$ cat src/rtl/apr_pkg.sv
package apr_pkg;

  // strobes from control to the count datapath
  typedef struct packed {
    logic loadCount;
    logic clearCount;
    logic decCount;
  } dpStrobes_t;

  // conditions reported back by the datapath
  typedef struct packed {
    logic isShort;
    logic countIsZero;
    logic countIsOne;
    logic fifoFull;
  } dpStatus_t;

endpackage

$ cat src/rtl/apr_datapath.sv
module apr_datapath
  import apr_pkg::*;
#(
  parameter int CNT_W  = 16,
  parameter int SIZE_W = 11,
  parameter int FILL_W = 13
) (
  input  logic              clk,
  input  logic              rstN,
  input  dpStrobes_t        strobe,
  input  logic [CNT_W-1:0]  countIn,
  input  logic [SIZE_W-1:0] rxLen,
  input  logic [SIZE_W-1:0] maxPkt,
  input  logic [FILL_W-1:0] fifoCount,
  output logic [CNT_W-1:0]  remCount,
  output dpStatus_t         status
);

  localparam int CMP_W = (FILL_W > SIZE_W) ? FILL_W : SIZE_W;

  logic [CMP_W-1:0] fillExt;
  logic [CMP_W-1:0] maxExt;

  assign fillExt = CMP_W'(fifoCount);
  assign maxExt  = CMP_W'(maxPkt);

  // remaining packet count: software load beats hardware updates
  always_ff @(posedge clk or negedge rstN) begin
    if (!rstN) begin
      remCount <= '0;
    end else if (strobe.loadCount) begin
      remCount <= countIn;
    end else if (strobe.clearCount) begin
      remCount <= '0;
    end else if (strobe.decCount) begin
      remCount <= remCount - CNT_W'(1);
    end
  end

  always_comb begin
    status.isShort     = (rxLen < maxPkt);
    status.countIsZero = (remCount == '0);
    status.countIsOne  = (remCount == CNT_W'(1));
    status.fifoFull    = (maxPkt != '0) && (fillExt >= maxExt);
  end

endmodule

$ cat src/rtl/apr_control.sv
module apr_control
  import apr_pkg::*;
(
  input  logic       clk,
  input  logic       rstN,
  input  logic       countWe,
  input  logic       autoReqWe,
  input  logic       autoReqVal,
  input  logic       reqPktSet,
  input  logic       rxDone,
  input  logic       autoSetEn,
  input  logic       txRdySet,
  input  logic       txAck,
  input  dpStatus_t  status,
  output dpStrobes_t strobe,
  output logic       reqPkt,
  output logic       autoReq,
  output logic       txRdy
);

  logic endXfer;
  logic rearm;
  logic clrAuto;
  logic txSetAny;

  always_comb begin
    endXfer  = status.isShort || status.countIsOne;
    clrAuto  = rxDone && endXfer;
    rearm    = rxDone && autoReq && !endXfer;
    txSetAny = txRdySet || (autoSetEn && status.fifoFull);

    strobe.loadCount  = countWe;
    strobe.clearCount = rxDone && status.isShort;
    strobe.decCount   = rxDone && !status.isShort && !status.countIsZero;
  end

  always_ff @(posedge clk or negedge rstN) begin
    if (!rstN) begin
      autoReq <= 1'b0;
      reqPkt  <= 1'b0;
      txRdy   <= 1'b0;
    end else begin
      if (clrAuto) begin
        autoReq <= 1'b0;
      end else if (autoReqWe) begin
        autoReq <= autoReqVal;
      end

      if (reqPktSet) begin
        reqPkt <= 1'b1;
      end else if (rxDone) begin
        reqPkt <= rearm;
      end

      if (txSetAny) begin
        txRdy <= 1'b1;
      end else if (txAck) begin
        txRdy <= 1'b0;
      end
    end
  end

endmodule

$ cat src/rtl/auto_pkt_req.sv
module auto_pkt_req
  import apr_pkg::*;
#(
  parameter int CNT_W  = 16,
  parameter int SIZE_W = 11,
  parameter int FILL_W = 13
) (
  input  logic              clk,
  input  logic              rstN,
  input  logic              countWe,
  input  logic [CNT_W-1:0]  countIn,
  input  logic              autoReqWe,
  input  logic              autoReqVal,
  input  logic              reqPktSet,
  input  logic [SIZE_W-1:0] maxPkt,
  input  logic              rxDone,
  input  logic [SIZE_W-1:0] rxLen,
  input  logic              autoSetEn,
  input  logic              txRdySet,
  input  logic [FILL_W-1:0] fifoCount,
  input  logic              txAck,
  output logic              reqPkt,
  output logic              autoReq,
  output logic              txRdy
);

  dpStrobes_t       strobe;
  dpStatus_t        status;
  logic [CNT_W-1:0] remCount;

  apr_datapath #(
    .CNT_W (CNT_W),
    .SIZE_W(SIZE_W),
    .FILL_W(FILL_W)
  ) uDatapath (
    .clk      (clk),
    .rstN     (rstN),
    .strobe   (strobe),
    .countIn  (countIn),
    .rxLen    (rxLen),
    .maxPkt   (maxPkt),
    .fifoCount(fifoCount),
    .remCount (remCount),
    .status   (status)
  );

  apr_control uControl (
    .clk       (clk),
    .rstN      (rstN),
    .countWe   (countWe),
    .autoReqWe (autoReqWe),
    .autoReqVal(autoReqVal),
    .reqPktSet (reqPktSet),
    .rxDone    (rxDone),
    .autoSetEn (autoSetEn),
    .txRdySet  (txRdySet),
    .txAck     (txAck),
    .status    (status),
    .strobe    (strobe),
    .reqPkt    (reqPkt),
    .autoReq   (autoReq),
    .txRdy     (txRdy)
  );

endmodule

$ cat config.mk
export PLATFORM = sky130hd
export DESIGN_NAME = auto_pkt_req
export DESIGN_NICKNAME = d
export VERILOG_FILES = /design/src/rtl/apr_pkg.sv /design/src/rtl/apr_datapath.sv /design/src/rtl/apr_control.sv /design/src/rtl/auto_pkt_req.sv
export SDC_FILE = /design/constraint.sdc
export NUM_CORES = 1
export LEC_CHECK = 0
export ABC_AREA = 1
export CAP_MARGIN = 20
export CELL_PAD_IN_SITES_DETAIL_PLACEMENT = 0
export CELL_PAD_IN_SITES_GLOBAL_PLACEMENT = 2
export CORE_ASPECT_RATIO = 0.6
export CORE_MARGIN = 8
export CORE_UTILIZATION = 22
export DETAILED_ROUTE_END_ITERATION = 12
export PLACE_DENSITY_LB_ADDON = 0.1
export SETUP_SLACK_MARGIN = 0.05
export SYNTH_ARGS = -nofsm -noshare
export SYNTH_HDL_FRONTEND = slang
export SYNTH_HIERARCHICAL = 1
export SYNTH_SLANG_ARGS = --single-unit
$ cat constraint.sdc
create_clock -name clk -period 1.7 [get_ports clk]
set_input_delay 0.17 -clock clk [delete_from_list [all_inputs] [get_ports clk]]
set_output_delay 0.17 -clock clk [all_outputs]
set_load 0.005 [all_outputs]
==> results.cfg, run 1 <==
[outcome]
outcome = complete, but fails checks
failed_checks = setup timing

[logic_synthesis]
yosysSeqAreaShare_pct = 24.9
synth_cells = 279
synth_cell_type_count = 26
synth-seq-cells = 19
synth_nets = 363
syn_area_sq_um = 1910
yosys_warnings = 6
postSynthAreaPerCell_sq_um = 6.85

[setup_path]
path_buf_inv = 6
crit_chain = buf_8, inv_4, ha_4, nand2_4, nor3_4, nand3_1, a21oi_2, nor2_4, nand2_2, inv_4, nor2_8, inv_8, nor2_8, buf_12, buf_6, a21oi_4, a21oi_2
reg2reg_from = uDatapath/remCount[0]
end_kind = register
rrSetupSlack_ns = -0.04
slowest_stage = ha_4
required_ns = 1.89
worst_setup_path_start_kind = input pin
cpPeakStageDelay_ns = 0.27
worstPathMaxFanout = 6
crit_type = input pin to register
worstSetupStartpoint = maxPkt[10]
cp.arrival_ns = 1.98
crit_family = simple AND/OR/NAND/NOR gates

[floorplanning]
die-width_um = 136
die_height_um = 88.2
ioPinCount = 64
dieArea_sq_um = 12000
core.rowCount = 26
start_util_pct = 22.6
core_area_sq_um = 8460

[power_and_ir_drop]
finalPower_mw = 2.21
leakage_nw = 1.64
power.density_nw_per_um2 = 621
vdd_drop_max_mv = 0.322

[timing]
hold_viol = 0
finalMaxSlewViolations = 0
tightest_slew_ns = 0.348
setup_viol = 13
fmax_ghz = 0.561
skew_ns = 0.00375
rsz0062_at_grt = true
slew_headroom_pct = 76.6
whs_ns = 0.260
finalWorstSetupSlack_ns = -0.0836
fin_crit_sh_pct = 105
period_needed_ns = 1.78

[final_layout]
n_antenna_cell = 0
finish.instance_area_sq_um = 3560
area_growth_pct = 86.2
nets = 492
finalNonFillerCells = 519
drive_above_1_share_pct = 37.3

[worst_hold_path]
hp-class = input pin to asynchronous set/reset pin

[detailed_routing]
ant_nets = 0
drt_iter0_drc = 88
viasPerCell = 4.28
wl_per_cell_um = 13.8
firstDrtPassIters = 6
drc = 0
vias = 2221
wl_mm = 7.17

[place]
dpl.cell_count = 507
place_hpwl_mm = 5.93
routabilityCongestion = 0.770
port_buffers = 63
placed_cell_area_sq_um = 3200

[global_routing]
antenna_found_initial = 0
grt_max_degree = 20
grt_pass1_wl_mm = 11.9
track_usage_pct = 12.7
grt_overflow = 0
grt_pass1_vias = 2302

[clock_network]
clk_latency_ns = 0.26
clkTransAtPathRegs_ns = 0.06
cts_tree = yes
cts_hold_buf = 0
h-tree-depth = 1
cts_inserted_buffers = 3
cts_root_buffer = clkbuf_16
clock_path_buffers = 2
cts.sinks = 19

[job]
max_cap_violations = 0
[path summary, 6_finish.rpt]
check / cells after the start / endpoint
setup / recovery: 17 / uDatapath/remCount[14]
hold / removal: 2 / uDatapath/remCount[10]
setup reg to reg: 13 / uDatapath/remCount[14]
hold reg to reg: 2 / uControl/reqPkt
max in group asynchronous: 2 / uDatapath/remCount[5]
min in group clk: 8 / uControl/txRdy
[cell usage after synthesis (all sizes together)]
cell type / n / area [sq um]
nand3b: 1 / 7.51
buf: 6 / 45.0
a22oi: 4 / 30.0
o211ai: 2 / 15.0
inv: 38 / 145
a21oi: 23 / 130
nor4: 2 / 12.5
ha: 23 / 288
dfrtp: 19 / 475
nor3: 5 / 25.0
o21ai: 13 / 65.1
nand4: 9 / 56.3
nand3: 28 / 145
nand2: 69 / 264
nor2: 37 / 206
[sequential cells by signal, summed over array words and instances (netlist names)]
| name | cells |
|---|---|
| uDatapath/remCount | 16 |
| uControl/txRdy | 1 |
| uControl/autoReq | 1 |
| uControl/reqPkt | 1 |
[cell families after synthesis]
group	after synthesis	synth area share, %
and+or+nand+nor	151	37.5
AOI/OAI and AO/OA	42	12.6
adders and majority gates	23	15.1
DFF	19	24.9
buffers and inverters	44	9.95
[layout by cell type, fill, tap and decap left out, drive strengths merged]
master and n:
clkbuf 5, nor2 38, ha 23, a22oi 4
nand3b 1, nand4 9, dfrtp 19, o21ai 13
clkdlybuf4s15 3, nand2 69, o211ai 2, nor4 2
clkdlybuf4s50 42, a21oi 23, dlygate4sd2 2, nand3 28
dlymetal6s2s 1, inv 38, buf 80, nor3 5
[where the power goes]
| group | internal, mW | total [mW] | switching (mW) |
|---|---|---|---|
| clock | 0.320 | 0.512 | 0.192 |
| sequential | 0.517 | 0.559 | 0.0428 |
| combinational | 0.594 | 1.14 | 0.544 |
| total | 1.43 | 2.21 | 0.779 |
[per-layer routing]
layer	vias to the layer above	track usage (%)	routed length, um
li1	1189	-	-
met1	981	19.6	4110
met2	49	16.7	2590
met3	2	3.67	434
met4	0	1.78	34
met5	-	0	0
[timing repair]
item | CTS | global route
gates cloned | 1 | 0
pin swaps | 27 | 14
gates resized for setup | 102 | 29
setup buffers | 3 | 5
endpoints found under the setup margin | 19 | 17
[metrics by stage]
stage	worst slack (ns)	setup TNS (ns)	utilization, %
after detailed placement	-0.935	-15.39	37.8
after CTS	-0.0755	-0.704	40.5
final	-0.0836	-0.675	42.1
after global placement	-0.832	-13.65	37.8
after floorplan	-0.0491	-0.107	-
after global routing	-0.162	-1.87	42.1
[worst register-to-register path: cells and delay by family (launching register included)]
kind / cells / cell delay [ns]
AOI/OAI and AO/OA: 2 / 0.16
and+or+nand+nor: 5 / 0.41
buffers and inverters: 5 / 0.53
adders and majority gates: 1 / 0.20
DFF: 1 / 0.34
[area by class of cell]
cell class | instances | area [sq um]
repair buffers | 129 | 1150
clock buffers | 4 | 78.8
flip-flops and latches | 19 | 475
inverters | 38 | 183
well taps | 112 | 140
multi-input cells | 217 | 1530
fillers | 885 | 4900
Note: power is estimated with default switching activity, not from simulation.
==> run 2: changes to the inputs <==
- SYNTH_HIERARCHICAL: 1 -> not set
==> results.cfg, run 2 <==
[outcome]
outcome = completed

[global_routing]
grt_pass1_wl_mm = 12.8
antenna_found_initial = 0
grt_pass1_vias = 2337
track_usage_pct = 12.7
grt_max_degree = 20
grt_overflow = 0

[setup_path]
worstPathMaxFanout = 8
cp.arrival_ns = 1.76
required_ns = 1.84
cpMostUsedCell = nand2_1
crit_family = simple AND/OR/NAND/NOR gates
reg2reg_from = uDatapath.remCount[8]
cpPeakStageDelay_ns = 0.41
r2r-end = uDatapath.remCount[4]
slowest_stage = dfrtp_1
crit_type = register to register
rrSetupSlack_ns = 0.09
reg2regPathDepth = 9
end_kind = register
crit_chain = nor2_4, nand2_2, nor3_4, nand3_2, a21oi_4, buf_12, nand2_8, nand2_1, nand2_1
worst_setup_path_start_kind = register
path_buf_inv = 1

[clock_network]
clock_path_buffers = 2
clkTransAtPathRegs_ns = 0.06
cts_tree = yes
clk_latency_ns = 0.25
cts_inserted_buffers = 3
cts_root_buffer = clkbuf_16
cts.sinks = 19
h-tree-depth = 1

[floorplanning]
die-width_um = 139
ioPinCount = 64
start_util_pct = 22.2
core_area_sq_um = 9020
core.rowCount = 27
dieArea_sq_um = 12500
die_height_um = 90.0

[logic_synthesis]
synth_edf_count = 0
ys.flop_type = dfrtp_1
synth_top_family_by_area = simple AND/OR/NAND/NOR gates
yosys-top-cells-count = nand2_1, nand3_1, inv_1
netlist_top_cells_area = dfrtp_1, nand2_1, ha_1
synthArstFlopShare_pct = 100
synth_mux_area_share_pct = 0.499
yosys.area_share.adder_pct = 15.0
yosysTopAreaCell = dfrtp_1
synth-simple-area-share_pct = 42.4
synth-xor-area-share_pct = 2.18
yosys_warnings = 0
syn_area_sq_um = 2010
synth_compound_area_share_pct = 7.73
synth_nets = 404
yosys.area.top_type_share_pct = 23.7
synth.most_common_cell = nand2_1
synth-seq-cells = 19
yosysSeqAreaShare_pct = 23.7
synth_cells = 319
postSynthAreaPerCell_sq_um = 6.29
synth_cell_type_count = 29

[power_and_ir_drop]
finalPower_mw = 2.27
leakage_nw = 1.83
vdd_drop_max_mv = 0.403
power.density_nw_per_um2 = 608

[detailed_routing]
ant_nets = 0
firstDrtPassIters = 4
viasPerCell = 4.19
drt_iter0_drc = 99
drc = 0
wl_per_cell_um = 14.4
vias = 2348
wl_mm = 8.09

[timing]
fin_crit_sh_pct = 94.8
finalMaxSlewViolations = 0
fmax_ghz = 0.621
whs_ns = 0.276
rsz0062_at_grt = true
setup_viol = 0
hold_viol = 0
tns_ns = 0
slew_headroom_pct = 76.6
skew_ns = 0.00257
tightest_slew_ns = 0.350
period_needed_ns = 1.61

[final_layout]
finalNonFillerCells = 561
largest_reg_flops = 16
top_register = uDatapath.remCount
nets = 531
finish.instance_area_sq_um = 3730
final_common_cell = nand2_1
final_cell_mix = nand2_1, buf_4, clkdlybuf4s50_1, nand3_1, inv_1
n_antenna_cell = 0
area_growth_pct = 86.0
drive_above_1_share_pct = 32.8

[place]
placed_cell_area_sq_um = 3120
port_buffers = 63
dpl.cell_count = 539
place_hpwl_mm = 5.91
routabilityCongestion = 0.748

[job]
max_cap_violations = 0

[worst_hold_path]
hp-class = input pin to asynchronous set/reset pin
run 2: cell types whose count changed after synthesis, moves of 4 or more:
cell     previous run  this run
a22oi_1             4         0
nand4_1             9         3
a21oi_2             4         0
nor2_2              8         0
nand2_1            67       122
nand3_1            27        39
o21ai_0            10         6
run 2: worst max-delay path by stage:
stage                            from                     to  slack, ns  depth (start not counted)
3_3_place_gp               maxPkt[10]  uDatapath.remCount[0]      -0.56                         12
5_1_grt         uDatapath.remCount[8]  uDatapath.remCount[1]      -0.01                          9
4_1_cts        uDatapath.remCount[11]  uDatapath.remCount[8]       0.05                          9
6_report        uDatapath.remCount[8]  uDatapath.remCount[4]       0.09                          9
3_5_place_dp               maxPkt[10]  uDatapath.remCount[8]      -0.56                         12
2_1_floorplan   uDatapath.remCount[9]  uDatapath.remCount[0]       0.11                          9
run 2: kinds of logic after synthesis:
| family | after synthesis |
|---|---|
| adders and majority gates | 24 |
| and+or+nand+nor | 201 |
| AOI/OAI and AO/OA | 27 |
| buffers and inverters | 42 |
| DFF | 19 |
| muxes | 1 |
| xor gates and xnor gates | 5 |
run 2: metal layers:
layer | global-route usage (%) | wire, um | up-vias
li1 | - | - | 1281
met3 | 2.74 | 488 | 2
met2 | 15.9 | 2960 | 53
met5 | 0 | 0 | -
met1 | 21.0 | 4620 | 1012
met4 | 0.817 | 19 | 0
run 2: layout make-up:
class	count	area, sq um
Fill cell	951	5290
Sequential cell	19	475
Timing Repair Buffer	129	1220
Inverter	34	128
Tap cell	116	145
Clock buffer	4	78.8
Multi-Input combinational cell	259	1680
run 2: power breakdown:
group          switching, mW  leakage [nW]  total [mW]  internal, mW
sequential            0.0562         0.233       0.572         0.516
combinational          0.585          1.56        1.20         0.614
clock                  0.180        0.0382       0.500         0.319
total                  0.821          1.83        2.27          1.45
run 2: what timing repair did:
| item | 4_1_cts | 5_1_grt |
|---|---|---|
| resized for setup | 62 | 60 |
| setup endpoints to repair | 17 | 16 |
| pin swaps | 31 | 29 |
| buffers inserted | 10 | 4 |
| gates cloned | 5 | 0 |
| hold buffers | 0 | 0 |
run 2: stage by stage:
stage / util [%] / setup slack (ns)
final: 41.4 / 0.0885
after global routing: 41.4 / -0.0125
after CTS: 39.3 / 0.0481
after detailed placement: 34.6 / -0.561
after global placement: 34.6 / -0.560
after floorplan: - / 0.107
